`config.mk`:
```
export PLATFORM = sky130hd
export DESIGN_NAME = tern_logic_unit
export DESIGN_NICKNAME = d
export VERILOG_FILES = /design/src/rtl/tlu_pkg.sv /design/src/rtl/tlu_bit_eval.sv /design/src/rtl/tlu_cond_gen.sv /design/src/rtl/tern_logic_unit.sv
export SDC_FILE = /design/constraint.sdc
export NUM_CORES = 1
export LEC_CHECK = 0
export BUFFER_PORTS_ARGS = -buffer_cell sky130_fd_sc_hd__buf_2
export CAP_MARGIN = 10
export CORE_ASPECT_RATIO = 2
export CORE_MARGIN = 4
export CORE_UTILIZATION = 49
export CTS_CLUSTER_SIZE = 14
export DETAILED_ROUTE_END_ITERATION = 7
export PLACE_DENSITY = 0.82
export SETUP_SLACK_MARGIN = 0.2
export SLEW_MARGIN = 0
export SYNTH_ARGS = -nofsm -noshare
export SYNTH_HDL_FRONTEND = slang
export SYNTH_SLANG_ARGS = --single-unit
```
`constraint.sdc`:
```
create_clock -name clk_i -period 0.8 [get_ports clk_i]
set_input_delay 0.08 -clock clk_i [delete_from_list [all_inputs] [get_ports clk_i]]
set_output_delay 0.08 -clock clk_i [all_outputs]
set_load 0.02 [all_outputs]
```
`src/rtl/tlu_pkg.sv`:
```
package tlu_pkg;
  localparam int NUM_OPS = 3;
  localparam int LUT_W   = 1 << NUM_OPS;
  localparam int COND_W  = 4;

  typedef struct packed {
    logic lt;
    logic gt;
    logic eq;
    logic rsvd;
  } cond_t;
endpackage

```
`src/rtl/tlu_bit_eval.sv`:
```
module tlu_bit_eval
  import tlu_pkg::*;
(
  input  logic [LUT_W-1:0]   lut_i,
  input  logic [NUM_OPS-1:0] sel_i,
  output logic               bit_o
);
  assign bit_o = lut_i[sel_i];
endmodule

```
`src/rtl/tlu_cond_gen.sv`:
```
module tlu_cond_gen
  import tlu_pkg::*;
#(
  parameter int DATA_W = 64
) (
  input  logic [DATA_W-1:0] value_i,
  output cond_t             cond_o
);
  logic zero;
  logic neg;

  assign zero = (value_i == '0);
  assign neg  = value_i[DATA_W-1];

  always_comb begin
    cond_o      = '0;
    cond_o.lt   = neg;
    cond_o.gt   = !neg && !zero;
    cond_o.eq   = zero;
    cond_o.rsvd = 1'b0;
  end
endmodule

```
`src/rtl/tern_logic_unit.sv`:
```
module tern_logic_unit
  import tlu_pkg::*;
#(
  parameter int DATA_W = 64
) (
  input  logic                 clk_i,
  input  logic                 rst_ni,
  input  logic                 start_i,
  input  logic                 rec_i,
  input  logic [LUT_W-1:0]     lut_i,
  input  logic [DATA_W-1:0]    dest_i,
  input  logic [DATA_W-1:0]    src_a_i,
  input  logic [DATA_W-1:0]    src_b_i,
  output logic [DATA_W-1:0]    result_o,
  output logic                 done_o,
  output logic [COND_W-1:0]    cond_o,
  output logic                 cond_we_o
);
  logic [DATA_W-1:0] res_d;
  logic [DATA_W-1:0] res_q;
  cond_t             cond_d;
  cond_t             cond_q;
  logic              done_q;
  logic              cond_we_q;

  // one lookup per bit position, no cross-bit dependence
  for (genvar i = 0; i < DATA_W; i++) begin : g_bit
    tlu_bit_eval i_bit (
      .lut_i (lut_i),
      .sel_i ({dest_i[i], src_a_i[i], src_b_i[i]}),
      .bit_o (res_d[i])
    );
  end

  tlu_cond_gen #(.DATA_W(DATA_W)) i_cond (
    .value_i (res_d),
    .cond_o  (cond_d)
  );

  always_ff @(posedge clk_i or negedge rst_ni) begin
    if (!rst_ni) begin
      res_q     <= '0;
      cond_q    <= '0;
      done_q    <= 1'b0;
      cond_we_q <= 1'b0;
    end else begin
      done_q    <= start_i;
      cond_we_q <= start_i && rec_i;
      if (start_i) res_q <= res_d;
      if (start_i && rec_i) cond_q <= cond_d;
    end
  end

  assign result_o  = res_q;
  assign done_o    = done_q;
  assign cond_o    = cond_q;
  assign cond_we_o = cond_we_q;
endmodule

```
==> flow_metrics.py, run 1 <==
metrics = {
    "clocking": {
        "cts_buffer_depth": 2,
        "numCtsBuffers": 9,
        "cts_root_buf": "clkbuf_16",
        "h-tree-depth": 3,
        "cts_sinks": 69,
    },
    "run_status": {
        "status": "aborted with a tool error",
        "stop_error": "[ERROR GRT-0232] Routing congestion too high. Check the congestion heatmap in the GUI.",
        "haltStage": "5_1_grt",
    },
    "placed_design": {
        "place_congestion": 0.904,
        "hpwl_mm": 18.7,
        "port_buffers": 272,
    },
    "sta": {
        "worst-ep-kind": "sequential cell input",
        "crit_endpoint": "cond_o[2]$_DFFE_PN0P_/D",
    },
    "die": {
        "die_h_um": 170,
        "die_x_um": 89.0,
        "start_util_pct": 50.6,
        "num_io_pins": 274,
        "rows": 58,
    },
    "grt": {
        "grt_use_total_pct": 92.7,
        "gr-total-overflow": 654,
        "grt_max_degree": 36,
    },
    "synthesis": {
        "synth-seq-cells": 69,
        "ys_seq_area_share_pct": 26.9,
        "netlist.area_leader.share_pct": 37.2,
        "yosys.cell_types.count": 22,
        "syn_inst": 488,
        "synth_nets": 692,
        "netlist_area_mm2": 0.00642,
        "avgSynthCellArea_um2": 13.2,
        "yosysTopAreaCell": "mux4_2",
        "yosysWarnings": 0,
        "synth.area.top_cells": "mux4_2 (37%), dfrtp_1 (27%), mux2i_1 (9.8%), mux4_1 (9.0%), a21oi_1 (5.0%)",
    },
}
[Yosys cell counts]
cell / instances
a21oi_1: 64
nor2_1: 64
clkbuf_1: 45
mux4_1: 22
mux2i_2: 1
buf_2: 12
o21ai_1: 1
mux2i_1: 63
nor4_2: 1
dfrtp_1: 69
nand2_1: 3
and2_1: 1
buf_6: 8
clkbuf_2: 2
inv_1: 1
a22o_1: 1
nand4_1: 17
conb_1: 1
mux4_2: 106
o21ai_0: 1
nor4_1: 3
buf_4: 2
[kinds of logic after synthesis]
logic type / Yosys count / synth area share (%)
buffers and inverters: 70 / 5.42
muxes: 192 / 56.2
and+or+nand+nor: 89 / 6.16
other: 1 / 0.0584
AOI/OAI and AO/OA: 67 / 5.28
DFF: 69 / 26.9
[what timing repair did]
item                       CTS
setup endpoints to repair  136
hold endpoints to repair    69
resized for setup          302
cloned                      26
hold buffers                 1
pin swaps                   14
setup buffers               81
[metal layers]
metal  track usage (%)  overflow
met5              21.0         0
met4               109       269
met3              76.3         3
met2               109       379
met1              85.8         3
[stage by stage]
step	hold WS, ns	instance area [µm²]	setup TNS (ns)	std cells	worst slack (ns)
2_1_floorplan	-0.216	6460	-25.02	488	-0.958
3_3_place_gp	-0.0769	8550	-52.73	947	-1.70
3_5_place_dp	-0.0756	8550	-55.78	947	-1.75
4_1_cts	0.0858	11300	-35.74	1070	-1.10
==> inputs of run 2 (changes only) <==
CORE_ASPECT_RATIO = unset   (was 2)
CORE_UTILIZATION = 40   (was 49)
CTS_CLUSTER_SIZE = unset   (was 14)
PLACE_DENSITY = unset   (was 0.82)
PLACE_DENSITY_LB_ADDON = 0.15   (was unset)
SETUP_SLACK_MARGIN = unset   (was 0.2)
==> flow_metrics.py, run 2 <==
metrics = {
    "die": {
        "rows": 46,
        "dieArea_mm2": 0.0181,
        "coreArea_mm2": 0.0158,
        "die_x_um": 135,
        "start_util_pct": 40.6,
        "num_io_pins": 274,
        "die_h_um": 135,
    },
    "clocking": {
        "cts_tree": "built",
        "clk_latency_ns": 0.33,
        "cts_root_buf": "clkbuf_16",
        "clkTransAtPathRegs_ns": 0.07,
        "h-tree-depth": 3,
        "numCtsBuffers": 9,
        "cts_buffer_depth": 2,
        "cts_sinks": 69,
    },
    "sta": {
        "report.final.slew_viol_count": 0,
        "hold_viol": 0,
        "rsz0062_at_grt": "yes",
        "setup_viol": 136,
        "fin_ws_ns": -1.05,
        "clock.fmax_ghz": 0.541,
        "fin_crit_ns": 1.85,
        "clock_skew_ns": 0,
        "finalCritPeriodShare_pct": 231,
    },
    "grt": {
        "gr-total-overflow": 0,
        "grt_max_degree": 37,
        "grt_pass1_wl_mm": 43.4,
        "grt_use_total_pct": 32.3,
        "first_global_vias": 7215,
        "antenna_found_initial": 2,
    },
    "synthesis": {
        "synth_nets": 692,
        "netlist.area_leader.share_pct": 37.2,
        "synth-seq-cells": 69,
        "avgSynthCellArea_um2": 13.2,
        "synth.most_common_cell": "mux4_2",
        "async_reset_ff_share_pct": 100,
        "ys_top_cells_by_count": "mux4_2 (106), dfrtp_1 (69), a21oi_1 (64), nor2_1 (64), mux2i_1 (63)",
        "yosys.cell_types.count": 22,
        "yosysTopAreaCell": "mux4_2",
        "netlist_area_mm2": 0.00642,
        "synth_edf_count": 0,
        "synthFlopType": "dfrtp_1",
        "ys_seq_area_share_pct": 26.9,
        "yosysWarnings": 0,
        "synth.area.top_cells": "mux4_2 (37%), dfrtp_1 (27%), mux2i_1 (9.8%), mux4_1 (9.0%), a21oi_1 (5.0%)",
        "syn_inst": 488,
    },
    "pwr": {
        "power_mw": 17.4,
        "p_leak_nw": 4.97,
        "powerDensity_mw_per_mm2": 1490,
        "ir_drop_uv": 1440,
    },
    "worst_setup_path": {
        "worstSetupStartpointType": "primary input",
        "critPathArrivalTime_ns": 2.07,
        "path_class": "primary input to flop",
        "cp.required_ns": 1.02,
        "end_kind": "flop",
        "critical_path.max_fanout": 3,
    },
    "layout": {
        "largest_reg_flops": 64,
        "most-common-layout-cells": "buf_2 (193), mux4_2 (125), buf_4 (99), buf_6 (97), dfrtp_1 (69)",
        "area_delta_synth_final_pct": 81.9,
        "mostFrequentLayoutCell": "buf_2",
        "final_core_util_pct": 73.8,
        "nets": 1096,
        "drive_gt1_share_pct": 77.7,
    },
    "run_status": {
        "status": "complete, but fails checks",
        "violations": "negative setup slack",
    },
    "routing": {
        "ant_nets": 0,
        "via_count": 6864,
        "wl_per_cell_um": 27.8,
        "drtPass1Iterations": 5,
        "drt_iter0_drc": 734,
        "totalWireLength_mm": 31.0,
        "route.detailed.drc": 0,
        "vias_per_cell": 6.16,
    },
    "flow_run": {
        "drv_cap": 0,
    },
    "placed_design": {
        "port_buffers": 272,
        "hpwl_mm": 17.5,
        "place_congestion": 0.892,
    },
    "min_path": {
        "min_path_type": "primary input to flop",
    },
}
==> run 2: cell counts after synthesis <==
Identical to the previous run, type by type.
==> run 2: layout make-up <==
| cell class | instances | area (µm²) |
|---|---|---|
| clock inverter | 6 | 93.8 |
| sequential | 69 | 1730 |
| clock buffer | 10 | 239 |
| tap | 216 | 270 |
| multi-input combinational | 349 | 4810 |
| inverter | 1 | 3.75 |
| timing repair buffer | 462 | 4530 |
| antenna | 1 | 2.50 |
| fill | 1005 | 4150 |
==> run 2: worst paths after layout <==
kind	from	end	slack, ns	cells after the start
max	lut_i[4]	cond_o[2]	-1.05	9
min	src_a_i[48]	result_o[48]	0.08	3
max reg2reg	result_o[25]	result_o[25]	-0.18	4
min reg2reg	cond_o[1]	cond_o[1]	0.54	2
max in group asynchronous	rst_ni	result_o[32]	0.22	3
min in group asynchronous	rst_ni	result_o[57]	0.15	2
==> run 2: logic make-up after synthesis <==
group / Yosys count / share of synthesized area (%)
and+or+nand+nor: 89 / 6.16
DFF: 69 / 26.9
muxes: 192 / 56.2
AOI/OAI and AO/OA: 67 / 5.28
buffers and inverters: 70 / 5.42
other: 1 / 0.0584
==> run 2: what timing repair did <==
| action | CTS | global route |
|---|---|---|
| resized for setup | 316 | 60 |
| hold endpoints to repair | 69 | 0 |
| hold buffers | 1 | 0 |
| endpoints found under the setup margin | 136 | 136 |
| setup buffers | 45 | 30 |
| gates cloned | 31 | 9 |
| pin swaps | 26 | 6 |
==> run 2: stage by stage <==
step                hold slack, ns  worst slack [ns]  cell area [µm²]  cells  TNS (ns)
floorplan                   -0.216            -0.958             6460    488    -25.02
detailed placement         -0.0435             -1.60             8500    993    -45.72
CTS                         0.0692            -0.988            11100   1082    -28.95
global route                0.0991             -1.07            11700   1114    -33.10
finish                      0.0785             -1.05            11700   1114    -30.54
global placement           -0.0446             -1.60             8500    993    -44.31
==> run 2: critical path, stage by stage <==
cell and delay, ns:
buf_12 0.11, buf_6 0.12, buf_6 0.11, mux4_2 0.48
mux2i_4 0.21, nand4_1 0.26, nor4_2 0.33, nand4_1 0.16
a22o_1 0.21
==> run 2: layer usage <==
layer / vias up / wire length (µm) / GRT usage, %
met5: - / 34 / 0
met3: 143 / 3550 / 8.05
met1: 3362 / 11000 / 42.3
li1: 2807 / - / -
met4: 2 / 1960 / 15.0
met2: 550 / 14400 / 51.0
==> run 2: power breakdown <==
group	switching, mW	internal [mW]	leakage [nW]
registers	0.421	3.96	0.776
logic	3.61	4.77	4.03
clock network	1.77	2.84	0.159
No activity file was read; power rests on OpenSTA's default activity.
